[config.mk]
export PLATFORM = sky130hd
export DESIGN_NAME = perf_count_unit
export DESIGN_NICKNAME = d
export VERILOG_FILES = /design/src/rtl/pmc_pkg.sv /design/src/rtl/pmc_mode_qual.sv /design/src/rtl/pmc_channel.sv /design/src/rtl/perf_count_unit.sv
export SDC_FILE = /design/constraint.sdc
export NUM_CORES = 1
export LEC_CHECK = 0
export BUFFER_PORTS_ARGS = -buffer_cell sky130_fd_sc_hd__buf_2
export CAP_MARGIN = 0
export CORE_UTILIZATION = 60
export DETAILED_ROUTE_END_ITERATION = 7
export PLACE_DENSITY = 0.83
export RECOVER_POWER = 100
export REMOVE_ABC_BUFFERS = 1
export SLEW_MARGIN = 20
export SYNTH_ARGS = -nofsm -noshare
export SYNTH_HDL_FRONTEND = slang
export SYNTH_HIERARCHICAL = 1
export SYNTH_SLANG_ARGS = --single-unit
[constraint.sdc]
create_clock -name clk -period 2.3 [get_ports clk]
set_input_delay 0.46 -clock clk [delete_from_list [all_inputs] [get_ports clk]]
set_output_delay 0.46 -clock clk [all_outputs]
set_load 0.01 [all_outputs]
[src/rtl/pmc_pkg.sv]
package pmc_pkg;
  localparam int REG_W      = 32;
  localparam int MAX_CNT    = 4;
  localparam int IDX_W      = 2;
  localparam int SEL_W      = 10;
  localparam int CTL_LIVE_W = 15;   // bits 14:0 of the control word hold state
  localparam int MORE_BIT   = 31;
  localparam int PEND_BIT   = 26;

  // Ordered so that bit 0 is the exception-level enable, up to bit 3 (user).
  typedef struct packed {
    logic usr;
    logic sup;
    logic krn;
    logic exc;
  } mode_t;

  typedef struct packed {
    logic [SEL_W-1:0] sel;
    logic             ie;
    mode_t            mode;
  } ctl_t;
endpackage

[src/rtl/pmc_mode_qual.sv]
module pmc_mode_qual
  import pmc_pkg::*;
(
  input  logic [1:0] ksu_i,
  input  logic       exl_i,
  input  logic       erl_i,
  output mode_t      act_o
);
  logic at_exc;

  always_comb begin
    at_exc     = exl_i | erl_i;
    act_o.exc  = at_exc;
    act_o.krn  = at_exc | (ksu_i == 2'b00);
    act_o.sup  = ~at_exc & (ksu_i == 2'b01);
    act_o.usr  = ~at_exc & (ksu_i == 2'b10);
  end
endmodule

[src/rtl/pmc_channel.sv]
module pmc_channel
  import pmc_pkg::*;
#(
  parameter int EVT_NUM = 16,
  parameter bit HAS_NEXT = 1'b0
) (
  input  logic               clk,
  input  logic               rst_n,
  input  mode_t              act_i,
  input  logic [EVT_NUM-1:0] evt_i,
  input  logic               ctl_we_i,
  input  logic               cnt_we_i,
  input  logic [REG_W-1:0]   wdata_i,
  output logic [REG_W-1:0]   ctl_rd_o,
  output logic [REG_W-1:0]   cnt_o,
  output logic               pend_o
);
  localparam int EIDX_W = (EVT_NUM > 1) ? $clog2(EVT_NUM) : 1;
  localparam int PAD_W  = REG_W - 1 - CTL_LIVE_W;

  ctl_t             ctl_q, ctl_d;
  logic [REG_W-1:0] cnt_q, cnt_d;
  logic             ctl_en, cnt_en;
  logic             sel_ok, evt_hit, mode_ok, inc;

  // Next-state logic
  always_comb begin
    sel_ok  = (ctl_q.sel < SEL_W'(EVT_NUM));
    evt_hit = sel_ok & evt_i[ctl_q.sel[EIDX_W-1:0]];
    mode_ok = |(ctl_q.mode & act_i);
    inc     = evt_hit & mode_ok;

    ctl_en  = ctl_we_i;
    ctl_d   = ctl_t'(wdata_i[CTL_LIVE_W-1:0]);

    cnt_en  = cnt_we_i | inc;
    cnt_d   = cnt_we_i ? wdata_i : (cnt_q + REG_W'(1));
  end

  // State registers
  always_ff @(posedge clk or negedge rst_n) begin
    if (!rst_n) begin
      ctl_q <= '0;
    end else if (ctl_en) begin
      ctl_q <= ctl_d;
    end
  end

  always_ff @(posedge clk or negedge rst_n) begin
    if (!rst_n) begin
      cnt_q <= '0;
    end else if (cnt_en) begin
      cnt_q <= cnt_d;
    end
  end

  always_comb begin
    ctl_rd_o = {HAS_NEXT, {PAD_W{1'b0}}, ctl_q};
    cnt_o    = cnt_q;
    pend_o   = ctl_q.ie & cnt_q[REG_W-1];
  end
endmodule

[src/rtl/perf_count_unit.sv]
module perf_count_unit
  import pmc_pkg::*;
#(
  parameter int NUM_CNT = 4,
  parameter int EVT_NUM = 16
) (
  input  logic                       clk,
  input  logic                       rst_n,
  input  logic [1:0]                 ksu_i,
  input  logic                       exl_i,
  input  logic                       erl_i,
  input  logic [NUM_CNT*EVT_NUM-1:0] evt_i,
  input  logic                       reg_we_i,
  input  logic [IDX_W:0]             reg_addr_i,
  input  logic [REG_W-1:0]           reg_wdata_i,
  output logic [REG_W-1:0]           reg_rdata_o,
  output logic                       irq_o,
  output logic [REG_W-1:0]           cause_o
);
  localparam logic [MAX_CNT-1:0] PRESENT = MAX_CNT'((1 << NUM_CNT) - 1);

  mode_t                     act;
  logic [IDX_W-1:0]          idx;
  logic                      is_cnt;
  logic                      hit;
  logic [MAX_CNT-1:0]        ctl_we, cnt_we, pend;
  logic [MAX_CNT*REG_W-1:0]  ctl_flat, cnt_flat;

  pmc_mode_qual u_qual (
    .ksu_i (ksu_i),
    .exl_i (exl_i),
    .erl_i (erl_i),
    .act_o (act)
  );

  always_comb begin
    idx    = reg_addr_i[IDX_W:1];
    is_cnt = reg_addr_i[0];
    hit    = PRESENT[idx];
    for (int k = 0; k < MAX_CNT; k++) begin
      ctl_we[k] = reg_we_i & hit & (idx == IDX_W'(k)) & ~is_cnt;
      cnt_we[k] = reg_we_i & hit & (idx == IDX_W'(k)) &  is_cnt;
    end
  end

  for (genvar i = 0; i < MAX_CNT; i++) begin : g_slot
    if (i < NUM_CNT) begin : g_ch
      pmc_channel #(
        .EVT_NUM  (EVT_NUM),
        .HAS_NEXT (i < NUM_CNT - 1)
      ) u_ch (
        .clk      (clk),
        .rst_n    (rst_n),
        .act_i    (act),
        .evt_i    (evt_i[i*EVT_NUM +: EVT_NUM]),
        .ctl_we_i (ctl_we[i]),
        .cnt_we_i (cnt_we[i]),
        .wdata_i  (reg_wdata_i),
        .ctl_rd_o (ctl_flat[i*REG_W +: REG_W]),
        .cnt_o    (cnt_flat[i*REG_W +: REG_W]),
        .pend_o   (pend[i])
      );
    end else begin : g_empty
      assign ctl_flat[i*REG_W +: REG_W] = '0;
      assign cnt_flat[i*REG_W +: REG_W] = '0;
      assign pend[i]                    = 1'b0;
    end
  end

  always_comb begin
    reg_rdata_o = is_cnt ? cnt_flat[idx*REG_W +: REG_W]
                         : ctl_flat[idx*REG_W +: REG_W];
    irq_o       = |pend;
    cause_o           = '0;
    cause_o[PEND_BIT] = irq_o;
  end
endmodule

# After elaboration in Yosys (flattened, before gate mapping)

Index checks and enable logic that the tools add are counted.

Logic and storage cells: 109
Flip-flop bits (word level): 188

Multiplexer cells: 15
Eq/ne operators: 5
Add/sub/neg operators: 4
Reductions and logical operators: 7
Shift-type cells: 2
Bitwise logic cells: 39
Order comparisons: 9

Operators with widths:

| operator                                                                       | count |
|---|---|
| 128-bit by 8-bit indexed part select with 32-bit output                        | 2 |
| 32-bit two-way mux                                                             | 5 |
| 32-bit by 1-bit adder with 32-bit output (second input constant)               | 4 |
| 10-bit by 5-bit less-than comparator with 1-bit output (second input constant) | 4 |
| 1-bit AND                                                                      | 27 |
| 4-bit by 5-bit less-than comparator with 1-bit output (second input constant)  | 4 |
| 4-bit OR reduction                                                             | 5 |
| 4-bit AND                                                                      | 4 |
| 1-bit binary-select mux with 4-bit select                                      | 4 |
| 2-bit == test (second input constant)                                          | 3 |
| 1-bit OR                                                                       | 6 |
| 1-bit two-way mux                                                              | 5 |
| 2-bit by 1-bit == test with 1-bit output (second input constant)               | 2 |
| 2-bit zero test                                                                | 2 |
| 2-bit by 3-bit less-than comparator with 1-bit output (second input constant)  | 1 |
| 1-bit binary-select mux with 2-bit select                                      | 1 |
| 1-bit inverter                                                                 | 2 |

# Depth between registers and ports, before layout

Depth in word-level cells: 7
Mapped depth: 9
Depth with buffers taken out: 8

# By module

The synthesis kept the hierarchy.

By module, submodules not included:

| module                                | sequential area each (sq um) | cells each | instances | area each (sq um) |
|---|---|---|---|---|
| pmc_channel (g_slot[0].g_ch.u_ch ...) | 1176.1                       | 289        | 3         | 2874.0 |
| pmc_channel (g_slot[3].g_ch.u_ch)     | 1176.1                       | 288        | 1         | 2870.3 |
| perf_count_unit                       | 0.0                          | 162        | 1         | 2269.7 |
| pmc_mode_qual                         | 0.0                          | 5          | 1         | 48.8 |

# Worst setup path before layout

No wires, ideal clock.

Path kind: input-to-reg
Start point: input erl_i
End point: register g_slot[0].g_ch.u_ch.cnt_q[8]
Setup slack: -0.145 ns
Setup time: 0.132 ns
Data arrival time: 2.313 ns
Buffers on the path: 1
Stages on the path: 8
Cell sequence: or2_4 o21bai_1 a22o_1 o211ai_1 buf_2 nor3_1 xnor2_1 o21ai_1

RTL lines:

| item                 | line                  | RTL |
|---|---|---|
| start, declared      | perf_count_unit.sv:11 | `input logic erl_i,` |
| end signal, assigned | pmc_channel.sv:53     | `cnt_q <= cnt_d;` |
| end, declared        | pmc_channel.sv:22     | `logic [REG_W-1:0] cnt_q, cnt_d;` |

# Worst setup path after layout

Start point: register g_slot[2].g_ch.u_ch.ctl_q (netlist bit g_slot[2].g_ch.u_ch/ctl_rd_o[7])
End point: output reg_rdata_o[7]

Longest elaborated chain between the ends: 2

Ends and longest elaborated chain:

| item                                                    | line                  | RTL |
|---|---|---|
| start, declared                                         | pmc_channel.sv:21     | `ctl_t ctl_q, ctl_d;` |
| start signal, assigned                                  | pmc_channel.sv:45     | `ctl_q <= ctl_d;` |
| 128-bit by 8-bit indexed part select with 32-bit output | perf_count_unit.sv:72 | `: ctl_flat[idx*REG_W +: REG_W];` |
| 32-bit two-way mux                                      | perf_count_unit.sv:71 | `reg_rdata_o = is_cnt ? cnt_flat[idx*REG_W +: REG_W]` |
| end, declared                                           | perf_count_unit.sv:16 | `output logic [REG_W-1:0] reg_rdata_o,` |

No other way between the ends.

==> summary.txt <==
Die
  – Die area: between 20,000 and 25,000 um^2
  – Die Wd: 154 um
  – Die Span Y: approximately 150 um
  – Row count: 55
  – I/O Pins: 171
  – Core Box Area: 22,600 um^2
  – Initial core utilization: 61.2%

Critical path
  – Crit path launch: g_slot[2].g_ch.u_ch/ctl_rd_o[7]
  – Crit-path cells: buf_6 -> mux4_2 -> mux2_4 -> buf_6
  – Crit-path max cell delay: 0.51 ns
  – Crit path DAT: 1.94 ns
  – Worst Path Class, Setup: flop to primary output
  – Worst-path maximum fanout: 2
  – Crit path launch type: flop
  – R2r startpoint: g_slot[2].g_ch.u_ch/cnt_o[4]
  – Critical Path RT: roughly 1.8 ns
  – CP endpoint: reg_rdata_o[7]
  – RR Endpoint: g_slot[2].g_ch.u_ch/cnt_o[23]
  – Critical Path Sink Type: primary output
  – Reg2Reg Depth: 7
  – Most frequent CP cell: buf_6
  – Reg2reg setup slack: -0.04 ns
  – Slowest cell on crit path: mux4_2

Status
  – Status: finished with violations
  – Failing checks: max-capacitance violations, max-slew violations, negative setup slack

Layout
  – Post-route design area: 16,500 um^2
  – Synth-to-Final Area Change: 19.8%
  – Area of the multi-input gates: around 8400 um^2
  – Commonest non-fill, non-tap cell in the layout: buf_4
  – Final Non-Filler Cells: 1,893
  – Fill cells: 1,403
  – Share of layout cells above drive strength 1: 44.0%
  – Commonest cells after routing, fill and taps aside: buf_4 (172), nand2_1 (166), dfrtp_1 (136), buf_2 (130), o21ai_1 (112)
  – # diodes: 0
  – Nets: between 1,500 and 2,000
  – FF+latch area: 4770 um^2

Synthesis
  – Post-synth EDFFs: 0
  – Post-synthesis compound-gate area fraction: under 10%
  – Post-Synthesis Cells: 1,322
  – Share of the synthesized area in the top cell type: 34.1%
  – Synth Area in XOR/XNOR: ~7.1%
  – Post-synth top area cell: dfrtp_1
  – Adder-cell area share of the yosys netlist: 0.362%
  – Largest family of logic cells by synthesized area: multiplexers
  – Share of flip-flops with an asynchronous set or reset: 100%
  – Yosys warning count: 6
  – Syn Area/Cell: 10.4 um^2
  – Post-Syn Area: 13,800 um^2
  – Cell variety after synth: 49
  – Mux cell area share after synthesis: 22.6%
  – Sequential fraction of the synthesis area: between 30% and 40%
  – Simple logic cell fraction of the synthesized area: 18.9%
  – Ys flop type: dfrtp_1
  – Flops & latches, synth: about 190
  – Top post-synthesis cells by area: dfrtp_1 (34%), mux4_2 (11%), mux2_2 (9.3%)

Timing
  – Relative slew slack: -9.03%
  – Final Max Tran Viols: between 50 and 60
  – Worst-case clock skew: 0.0166 ns
  – Setup slack after layout: -0.104 ns
  – RSZ-0062 raised after global routing: yes
  – Tcrit/Tclk final: 105%
  – Slew at the pin with the worst max-slew slack: about 1.6 ns
  – Final hold vios: 0
  – Final TNS setup: -0.426 ns
  – Crit path time final: 2.40 ns
  – F_max: 416 MHz
  – Count of final setup violators: 14

Drt
  – Routed len/inst: 24.4 um
  – DRC violations left: 0
  – First-pass DRT Iterations: 6
  – WL final: 46.1 mm
  – Avg Vias per Cell: 6.63
  – Vias: 12,500
  – DRT iter0 DRCs: 1,582
  – Antenna viol nets, final: 0

Clock network
  – CTS tree: yes
  – Clk_lat worst skew: 0.46 ns
  – Root Driver: clkbuf_16
  – CTS clk-pin slew, worst paths: 0.08 ns
  – CTS sink cnt: 188
  – TritonCTS Buffers: 17
  – Max clock buf depth: 2
  – H-tree Lvls: 4
  – Hold Buf Count CTS: 0

GRT
  – Largest net degree at the start of global routing: 57
  – Aggregate global-route resource usage: 36.4%
  – GR Overflow Total: 0
  – First-pass GRT wire length: 65.3 mm
  – Vias in the first global route: ~12,000
  – Initial antenna violation count: 0

Place
  – RePlAce Congestion: 0.964
  – Placed standard-cell area: 15,100 um^2
  – Buffers on Ports: between 100 and 150
  – DP HPWL: approximately 30 mm
  – Dpl cells: 1,776

Power
  – Power density over the cells: 770 nW/um^2
  – Leak Pwr: between 0.006 and 0.007 uW
  – Pwr Total: approximately 13,000 uW
  – Peak supply drop: 0.580 mV

Min path
  – Hold depth: 3
  – Type of the most critical hold path: primary input to flop

Job
  – Max Cap Viol: 1
-- worst min-delay path by stage --
stage | to | from | slack (ns)
floorplan | g_slot[0].g_ch.u_ch/cnt_o[0] | rst_n | 0.16
global placement | g_slot[1].g_ch.u_ch/cnt_o[26] | rst_n | 0.47
detailed placement | g_slot[1].g_ch.u_ch/cnt_o[26] | rst_n | 0.47
CTS | g_slot[3].g_ch.u_ch/cnt_o[16] | rst_n | 0.001
global route | g_slot[0].g_ch.u_ch/cnt_o[27] | reg_wdata_i[27] | 0.29
finish | g_slot[2].g_ch.u_ch/cnt_o[30] | reg_wdata_i[30] | 0.28
-- through the flow --
stage               hold slack, ns  utilization (%)  setup slack (ns)
floorplan                    0.164                -            -0.919
global placement             0.473             66.9            -0.173
detailed placement           0.473             66.9            -0.245
CTS                        0.00136             71.3           -0.0644
global route                 0.287             73.3            -0.121
finish                       0.282             73.3            -0.104
-- per-layer routing --
layer  share of wire, %  GRT usage (%)  vias up
li1                   -              -     5185
met1                 35           45.7     6018
met2                 46           57.7     1064
met3                 12           8.12      275
met4                7.3           22.2        0
met5                  0              0        -
-- what timing repair did --
item | CTS | global route
setup endpoints to repair | 21 | 52
pin swaps | 0 | 12
buffers inserted | 42 | 45
cloned | 1 | 0
gates resized for setup | 46 | 59
-- cells in the mapped netlist, drive strengths merged, types with 5 or more instances --
library cell	count
o21ai	112
nand2	170
nand4	28
inv	16
o31a	8
mux2	128
or2	5
xor2	24
conb	8
nor4b	12
nor2	34
clkbuf	41
mux4	72
buf	131
o21bai	9
and3	12
nand3	56
nor3	46
a22o	8
nand2b	15
o22ai	12
dfrtp	188
nor4	52
xnor2	88
-- where the power goes --
group | internal [uW] | switching, uW | total (uW) | leakage, uW
sequential | 4050 | 871 | 4920 | 0.00223
clock | 1470 | 1380 | 2850 | 0.000256
combinational | 2510 | 2460 | 4970 | 0.00408
-- state kept, by name (all words and copies together) (netlist names) --
signal and count:
g_slot.g_ch.u_ch/cnt_o 128, g_slot.g_ch.u_ch/ctl_rd_o 60
-- cell type report --
type	count	share of cell area [%]
flip-flops and latches	188	28.8
repair buffers	336	14.4
clock buffers	23	2.89
well taps	285	2.16
multi-input cells	1037	51.0
clock inverters	8	0.378
inverters	16	0.363
-- worst max-delay path: cells and delay by family (launching register included) --
kind	cells	cell delay [ns]
buffers and inverters	2	0.25
flip-flops	1	0.40
multiplexers	2	0.83
-- cell families (layout without fill, tap and decap cells) --
kind of cell,after synthesis,count (layout)
XOR/XNOR,112,112
multiplexers,200,200
AND/OR/NAND/NOR,449,449
adder cells (fa/ha/maj),4,4
AO/OA/AOI/OAI,173,173
other,8,99
flip-flops,188,188
buffers and inverters,188,383
(Power assumes the default switching activity.)
